--- config.mk ---
export PLATFORM = sky130hd
export DESIGN_NAME = testcard_gen
export DESIGN_NICKNAME = d
export VERILOG_FILES = /design/src/rtl/tc_pkg.sv /design/src/rtl/tc_raster.sv /design/src/rtl/tc_gridtrack.sv /design/src/rtl/tc_palette.sv /design/src/rtl/testcard_gen.sv
export SDC_FILE = /design/constraint.sdc
export NUM_CORES = 1
export LEC_CHECK = 0
export ABC_AREA = 1
export BUFFER_PORTS_ARGS = -buffer_cell sky130_fd_sc_hd__buf_2
export CORE_MARGIN = 4
export CORE_UTILIZATION = 60
export CTS_BUF_LIST = sky130_fd_sc_hd__clkbuf_8
export CTS_CLUSTER_DIAMETER = 100
export DETAILED_ROUTE_END_ITERATION = 10
export MAX_ROUTING_LAYER = met4
export PLACE_DENSITY = 0.79
export SLEW_MARGIN = 20
export SYNTH_ARGS = -nofsm -noshare
export SYNTH_HDL_FRONTEND = slang
export SYNTH_SLANG_ARGS = --single-unit
--- constraint.sdc ---
create_clock -name clk -period 4.5 [get_ports clk]
set_input_delay 0.225 -clock clk [delete_from_list [all_inputs] [get_ports clk]]
set_output_delay 0.225 -clock clk [all_outputs]
set_load 0.05 [all_outputs]
--- src/rtl/tc_pkg.sv ---
package tc_pkg;

    localparam int NBAND = 12;

    localparam logic [11:0] LINE_RGB = 12'hFFF;
    localparam logic [11:0] BACK_RGB = 12'h333;

    // Colour of interior band b: {red, green, blue}
    function automatic logic [11:0] band_rgb(input logic [3:0] b);
        logic [3:0] g;
        g = 4'(NBAND - 1) - b;
        return {b, g, (b[0] ? 4'hF : 4'h0)};
    endfunction

endpackage

--- src/rtl/tc_raster.sv ---
module tc_raster #(
    parameter int H_ACT = 640,
    parameter int H_FP  = 16,
    parameter int H_SW  = 96,
    parameter int H_BP  = 48,
    parameter int V_ACT = 480,
    parameter int V_FP  = 10,
    parameter int V_SW  = 2,
    parameter int V_BP  = 33,
    parameter int HW    = 10,
    parameter int VW    = 10
) (
    input  logic          clk,
    input  logic          rst_n,
    output logic [HW-1:0] hcnt,
    output logic [VW-1:0] vcnt,
    output logic          line_end,
    output logic          frame_end,
    output logic          active,
    output logic          hsync_n,
    output logic          vsync_n
);
    localparam int HT = H_ACT + H_FP + H_SW + H_BP;
    localparam int VT = V_ACT + V_FP + V_SW + V_BP;
    localparam logic [HW-1:0] H_LAST = HW'(HT - 1);
    localparam logic [VW-1:0] V_LAST = VW'(VT - 1);
    localparam logic [HW-1:0] HS_LO  = HW'(H_ACT + H_FP);
    localparam logic [HW-1:0] HS_HI  = HW'(H_ACT + H_FP + H_SW);
    localparam logic [VW-1:0] VS_LO  = VW'(V_ACT + V_FP);
    localparam logic [VW-1:0] VS_HI  = VW'(V_ACT + V_FP + V_SW);
    localparam logic [HW-1:0] H_VIS  = HW'(H_ACT);
    localparam logic [VW-1:0] V_VIS  = VW'(V_ACT);

    typedef struct packed {
        logic [HW-1:0] h;
        logic [VW-1:0] v;
    } pos_t;

    pos_t pos_d, pos_q;

    always_comb begin
        pos_d = pos_q;
        if (pos_q.h == H_LAST) begin
            pos_d.h = '0;
            pos_d.v = (pos_q.v == V_LAST) ? '0 : pos_q.v + 1'b1;
        end else begin
            pos_d.h = pos_q.h + 1'b1;
        end
    end

    always_ff @(posedge clk or negedge rst_n) begin
        if (!rst_n) pos_q <= '0;
        else        pos_q <= pos_d;
    end

    assign hcnt      = pos_q.h;
    assign vcnt      = pos_q.v;
    assign line_end  = (pos_q.h == H_LAST);
    assign frame_end = line_end && (pos_q.v == V_LAST);
    assign active    = (pos_q.h < H_VIS) && (pos_q.v < V_VIS);
    assign hsync_n   = !((pos_q.h >= HS_LO) && (pos_q.h < HS_HI));
    assign vsync_n   = !((pos_q.v >= VS_LO) && (pos_q.v < VS_HI));

endmodule

--- src/rtl/tc_gridtrack.sv ---
module tc_gridtrack #(
    parameter int GRID = 36,
    parameter int GW   = 6
) (
    input  logic          clk,
    input  logic          rst_n,
    input  logic          line_end,
    input  logic          frame_end,
    output logic [GW-1:0] gx,
    output logic [GW-1:0] gy
);
    localparam logic [GW-1:0] G_LAST = GW'(GRID - 1);

    typedef struct packed {
        logic [GW-1:0] x;
        logic [GW-1:0] y;
    } phase_t;

    phase_t ph_d, ph_q;

    always_comb begin
        ph_d = ph_q;
        if (line_end) begin
            ph_d.x = '0;
            if (frame_end)            ph_d.y = '0;
            else if (ph_q.y == G_LAST) ph_d.y = '0;
            else                       ph_d.y = ph_q.y + 1'b1;
        end else begin
            ph_d.x = (ph_q.x == G_LAST) ? '0 : ph_q.x + 1'b1;
        end
    end

    always_ff @(posedge clk or negedge rst_n) begin
        if (!rst_n) ph_q <= '0;
        else        ph_q <= ph_d;
    end

    assign gx = ph_q.x;
    assign gy = ph_q.y;

endmodule

--- src/rtl/tc_palette.sv ---
module tc_palette
    import tc_pkg::*;
#(
    parameter int FIG_X0 = 140,
    parameter int FIG_W  = 360,
    parameter int FIG_Y0 = 60,
    parameter int FIG_H  = 360,
    parameter int HW     = 10,
    parameter int VW     = 10,
    parameter int GW     = 6
) (
    input  logic [HW-1:0] hcnt,
    input  logic [VW-1:0] vcnt,
    input  logic [GW-1:0] gx,
    input  logic [GW-1:0] gy,
    input  logic          active,
    input  logic          mode_circle,
    input  logic          circle_in,
    output logic [11:0]   rgb
);
    localparam int BAND_H = FIG_H / NBAND;
    localparam logic [HW-1:0] BX_LO = HW'(FIG_X0);
    localparam logic [HW-1:0] BX_HI = HW'(FIG_X0 + FIG_W);
    localparam logic [VW-1:0] BY_LO = VW'(FIG_Y0);
    localparam logic [VW-1:0] BY_HI = VW'(FIG_Y0 + FIG_H);

    logic [NBAND-2:0] below;
    logic [3:0]       band;
    logic             in_box;
    logic             filled;
    logic             on_line;

    for (genvar k = 1; k < NBAND; k++) begin : g_limit
        localparam logic [VW-1:0] LIMIT = VW'(FIG_Y0 + k * BAND_H);
        assign below[k-1] = (vcnt >= LIMIT);
    end

    always_comb begin
        band    = 4'($countones(below));
        in_box  = (hcnt >= BX_LO) && (hcnt < BX_HI) &&
                  (vcnt >= BY_LO) && (vcnt < BY_HI);
        filled  = in_box && (!mode_circle || circle_in);
        on_line = (gx == '0) || (gy == '0);
        if (!active)      rgb = 12'h000;
        else if (filled)  rgb = band_rgb(band);
        else if (on_line) rgb = LINE_RGB;
        else              rgb = BACK_RGB;
    end

endmodule

--- src/rtl/testcard_gen.sv ---
module testcard_gen #(
    parameter int H_ACT  = 640,
    parameter int H_FP   = 16,
    parameter int H_SW   = 96,
    parameter int H_BP   = 48,
    parameter int V_ACT  = 480,
    parameter int V_FP   = 10,
    parameter int V_SW   = 2,
    parameter int V_BP   = 33,
    parameter int GRID   = 36,
    parameter int FIG_X0 = 140,
    parameter int FIG_W  = 360,
    parameter int FIG_Y0 = 60,
    parameter int FIG_H  = 360
) (
    input  logic       clk,
    input  logic       rst_n,
    input  logic       mode_circle,
    input  logic       circle_in,
    output logic       hsync_n,
    output logic       vsync_n,
    output logic [3:0] red,
    output logic [3:0] grn,
    output logic [3:0] blu
);
    localparam int HT = H_ACT + H_FP + H_SW + H_BP;
    localparam int VT = V_ACT + V_FP + V_SW + V_BP;
    localparam int HW = $clog2(HT);
    localparam int VW = $clog2(VT);
    localparam int GW = $clog2(GRID);

    logic [HW-1:0] hcnt;
    logic [VW-1:0] vcnt;
    logic [GW-1:0] gx, gy;
    logic          line_end, frame_end, active;
    logic [11:0]   rgb;

    tc_raster #(
        .H_ACT(H_ACT), .H_FP(H_FP), .H_SW(H_SW), .H_BP(H_BP),
        .V_ACT(V_ACT), .V_FP(V_FP), .V_SW(V_SW), .V_BP(V_BP),
        .HW(HW), .VW(VW)
    ) u_raster (
        .clk(clk), .rst_n(rst_n),
        .hcnt(hcnt), .vcnt(vcnt),
        .line_end(line_end), .frame_end(frame_end), .active(active),
        .hsync_n(hsync_n), .vsync_n(vsync_n)
    );

    tc_gridtrack #(.GRID(GRID), .GW(GW)) u_grid (
        .clk(clk), .rst_n(rst_n),
        .line_end(line_end), .frame_end(frame_end),
        .gx(gx), .gy(gy)
    );

    tc_palette #(
        .FIG_X0(FIG_X0), .FIG_W(FIG_W), .FIG_Y0(FIG_Y0), .FIG_H(FIG_H),
        .HW(HW), .VW(VW), .GW(GW)
    ) u_pal (
        .hcnt(hcnt), .vcnt(vcnt), .gx(gx), .gy(gy), .active(active),
        .mode_circle(mode_circle), .circle_in(circle_in), .rgb(rgb)
    );

    assign red = rgb[11:8];
    assign grn = rgb[7:4];
    assign blu = rgb[3:0];

endmodule

[After elaboration in Yosys (flattened, before gate mapping)]
Index checks and enable logic that the tools add are counted.
Word-level totals
  logic and storage cells: 69
  flip-flop bits (word level): 32
  bits of input ports: 4
Operators by class
  order comparisons: 21
  reduce and logical (&&, ||, !) cells: 15
  add/sub/neg operators: 15
  equality and inequality tests: 4
  mux-type cells: 10
Operator list (number)
  $ge 10x9->1 const B: 6
  $ge 10x8->1 const B: 5
  $lt 10x9->1 const B: 4
  $mux 12: 3
  $mux 6: 4
  $add 10x1->10 const B: 2
  $eq 10x10->1 const B: 2
  $ge 10x7->1 const B: 2
  $lt 10x10->1 const B: 2
  $mux 10: 2
  $add 4x4->4: 4
  $add 6x1->6 const B: 2
  $eq 6x6->1 const B: 2
  $logic_not 6->1: 2
  $add 1x1->2: 5
  $ge 10x10->1 const B: 1
  $ge 10x6->1 const B: 1
  $logic_and 1x1->1: 8
  $add 4x1->4: 1
  $mux 4: 1
  $sub 4x4->4 const A: 1
  $logic_not 1->1: 3
  $logic_or 1x1->1: 2

[Logic depth before layout (Yosys ltp)]
  word-level depth: 8
  depth in mapped cells: 19
  gate-level depth less buffers: 19

[Cells and area by module]
From an unflattened synthesis, not the netlist that was laid out.
Second synthesis, totals
  cells, all modules: 363
  area total of the unflattened synthesis: 2602.5 µm²
By module, submodules not included
  tc_raster: cells each 153, sequential area each 500.5 µm², instances 1, area each 1196.1 µm²
  tc_palette: cells each 134, sequential area each 0.0 µm², instances 1, area each 783.3 µm²
  tc_gridtrack: cells each 76, sequential area each 300.3 µm², instances 1, area each 623.1 µm²

[Worst setup path before layout]
OpenSTA, ideal clock, no wires.
  path kind: reg-to-output
  from: reg u_raster.pos_q, in the netlist u_raster.vcnt[8]
  to: out red[2]
  setup slack: -289 ps
  buffers on the path: 1
  arrival time: 4564 ps
  data required time: 4275 ps
  stages on the path, launching flop included: 20
  cells stage by stage: dfrtp_1 -> inv_1 -> nor2_4 -> inv_1 -> nor3_1 -> o211ai_1 -> nand2_1 -> ha_1 -> inv_1 -> fa_1 -> fa_1 -> fa_1 -> inv_1 -> ha_1 -> inv_1 -> fa_1 -> inv_1 -> nor2_1 -> nor2_1 -> buf_4
On the way
  word-level cells in the longest chain between the ends: 7
  elaborated cells between the ends (all ways): 30
Ends and longest elaborated chain
  start: declaration: RTL line tc_raster.sv:39  | pos_t pos_d, pos_q;
  start signal: assignment: RTL line tc_raster.sv:53  | else pos_q <= pos_d;
  $ge 10x7->1 (tied with other cells): RTL line tc_palette.sv:35  | assign below[k-1] = (vcnt >= LIMIT);
  $add 1x1->2 (not written as such): RTL line tc_palette.sv:39  | band = 4'($countones(below));
  $add 4x4->4 (not written as such) (3 in a row): RTL line tc_palette.sv:39
  $mux 12: RTL line tc_palette.sv:45  | else if (filled) rgb = band_rgb(band);
  $mux 12 *: RTL line tc_palette.sv:44  | if (!active) rgb = 12'h000;
  end: declaration: RTL line testcard_gen.sv:22  | output logic [3:0] red,
Mark *: on every way between the ends. The rest lies on a longest branch, timed or not.

[Final worst setup path]
  from: reg u_raster.pos_q, in the netlist u_raster.vcnt[5]
  to: out grn[3]
On the way
  word-level cells in the longest chain between the ends: 8
  elaborated cells between the ends (all ways): 31
Ends and longest elaborated chain
  $ge 10x7->1 (tied with other cells): RTL line tc_palette.sv:35
  $add 1x1->2 (not written as such): RTL line tc_palette.sv:39
  $add 4x4->4 (not written as such) (3 in a row): RTL line tc_palette.sv:39
  $sub 4x4->4: RTL line tc_pkg.sv:11  | g = 4'(NBAND - 1) - b;
  $mux 12: RTL line tc_palette.sv:45
  $mux 12 *: RTL line tc_palette.sv:44
  end: declaration: RTL line testcard_gen.sv:23  | output logic [3:0] grn,
Marked as above.

==> flow_metrics.tcl <==
set metrics [dict create \
    rows 23 \
    path_buf_inv 4 \
    synth_adder_area_share 0.126 \
    endpoint_kind "output port" \
    avgSynthCellArea_um2 7.51 \
    cts_buffers 5 \
    cts_tree "built" \
    cp_max_fo 4 \
    grt_usage 0.226 \
    synth_mux_area_frac 0 \
    ios 18 \
    io_buffers 17 \
    outcome "complete, but fails checks" \
    rsz0062_at_grt "true" \
    synth_area_um2 2540 \
    clock_skew_ps 7.54 \
    cts_max_path_buffers 2 \
    via_per_inst 5.38 \
    synth-simple-area-share 0.296 \
    drive_above_1_share 0.216 \
    clkTransAtPathRegs_ps 70 \
    fin_util 0.713 \
    die_w_um 73.0 \
    routedWlPerCell_um 13.1 \
    cts.sinks 32 \
    antenna_found_initial 0 \
    max_stage_delay_ps 510 \
    ys_types 37 \
    hold_viol 29 \
    reg2reg_to "u_grid.gy[0]" \
    synth_top_family_by_area "simple AND/OR/NAND/NOR gates" \
    final_common_cell "inv_1" \
    peakVddDrop_v 0.000225 \
    synth_nets 364 \
    crit_slowest_cell "fa_1" \
    drv_cap 0 \
    n_antenna_cell 0 \
    first_pass_iters 5 \
    slew-limit-headroom 0.361 \
    crit_chain "nor2_2, o21ai_0, nand2_1, nand2_1, ha_1, inv_1, fa_1, fa_1, fa_1, inv_1, ha_1, inv_1, fa_2, xnor2_2, xor2_1, nor2_1, nor2_2, buf_6" \
    cts_root_buf "clkbuf_8" \
    postSynth.asyncResetShare 1.00 \
    die_h_um 73.0 \
    grt_remaining_overflow 0 \
    gp_congestion 0.991 \
    cp.depth 18 \
    via_count 2236 \
    ys_seq_area_frac 0.315 \
    timing.hold.ws_ps -18.0 \
    nFillCells 329 \
    routed_wl_mm 5.44 \
    start_kind "flip-flop" \
    most-common-layout-cells "inv_1, nand2_1, nor2_1" \
    fin_crit_sh 0.993 \
    fp.coreArea_um2 4060 \
    crit_required_ps 4280 \
    period_minus_slack_ps 4470 \
    crit_family "adder cells" \
    ff2ff_setup_slack_ps 2410 \
    synth_compound_area_frac 0.0907 \
    endpoint "grn[3]" \
    startpoint "u_raster.vcnt[5]" \
    setup_tns_ps 0 \
    ant_nets 0 \
    drv_slew 0 \
    start_util 0.626 \
    drc 0 \
    synth_edf_count 0 \
    p_leak_uw 0.00146 \
    syn_inst 338 \
    area_growth_pct 13.9 \
    first_iter_violations 144 \
    synth_xor_xnor_area_share 0.0483 \
    min-delay-path-class "in2async" \
    power.total_uw 528 \
    clock_latency_ps 290 \
    worstRegToRegCells 7 \
    nNetsFinal 391 \
    grt_pass1_vias 2109 \
    h-tree-depth 2 \
    grt_pass1_wl_mm 9.05 \
    regToRegStartpoint "u_raster.hcnt[0]" \
    synthFlopType "dfrtp_1" \
    cellPowerDensity_nw_per_um2 182 \
    grt_max_degree 33 \
    hpwlAfterDp_mm 4.00 \
    worstPathArrival_ps 4240 \
    hold_buffers 0 \
    path_class "reg2out" \
    timing.fmax_ghz 0.224 \
    setup_violations 0 \
    ys_seq_elements 32 \
    worst_pin_slew_ps 955 \
    failed_checks "hold timing" \
    die_area_um2 5340 \
    ys_warn_count 0 \
]
sequential cells by signal (all words and copies together) (netlist names):
name / cells
u_raster.vcnt: 10
u_raster.hcnt: 10
u_grid.gx: 6
u_grid.gy: 6
what timing repair did:
action,CTS,global route
buffers inserted,2,5
endpoints found under the setup margin,4,4
pin swaps,8,8
resized for setup,17,18
kinds of logic (layout without fill, tap and decap cells):
logic type	Yosys count	after routing
fa+ha+maj	22	22
flops	32	32
simple gates	155	155
xor+xnor	14	14
buf+inv	73	101
compound gates	42	42
routing by layer:
metal	track usage	share of wire
met1	0.275	0.43
met2	0.359	0.50
met3	0.0510	0.059
met4	0.0943	0.011
met5	-	0
where the power goes:
part,internal (uW),switching (uW)
Sequential,288,0
Combinational,1.13,5.90
Clock,122,111
Total,411,117
synthesized netlist by cell type (7+ instances only):
library cell,n,area share
inv_1,57,0.084
nand2_1,52,0.077
nor2_1,45,0.067
dfrtp_1,32,0.32
o21ai_0,20,0.039
ha_1,16,0.079
nand3_1,15,0.030
nand4_1,14,0.034
xor2_1,12,0.041
a21oi_1,10,0.020
nor3_1,8,0.016
buf_4,7,0.021
metrics by stage:
stage | area (um^2) | cells | worst slack [ps]
5_1_grt | 2890 | 416 | -122
2_1_floorplan | 2540 | 338 | -25.4
3_5_place_dp | 2670 | 401 | -1.97
4_1_cts | 2810 | 411 | 0.0364
3_3_place_gp | 2670 | 401 | 140
6_report | 2890 | 416 | 33.3
worst min-delay path by stage:
stage | startpoint | end | slack [ps] | depth (start not counted)
after floorplan | rst_n | u_grid.gx[0] | -70 | 0
after global routing | rst_n | u_raster.vcnt[4] | 40 | 1
final | rst_n | u_raster.vcnt[7] | -20 | 1
after detailed placement | rst_n | u_raster.vcnt[2] | 330 | 1
after CTS | rst_n | u_grid.gx[5] | 9 | 1
after global placement | rst_n | u_raster.vcnt[4] | 330 | 1
area by class of cell:
| class | instances | area [um^2] | share of cell area |
|---|---|---|---|
| Tap cell | 50 | 62.6 | 0.0216 |
| Timing Repair Buffer | 32 | 219 | 0.0757 |
| Multi-Input combinational cell | 233 | 1480 | 0.511 |
| Sequential cell | 32 | 806 | 0.279 |
| Inverter | 61 | 234 | 0.0809 |
| Clock buffer | 6 | 82.6 | 0.0286 |
| Clock inverter | 2 | 11.3 | 0.00389 |
No activity file was read; power rests on OpenSTA's default activity.
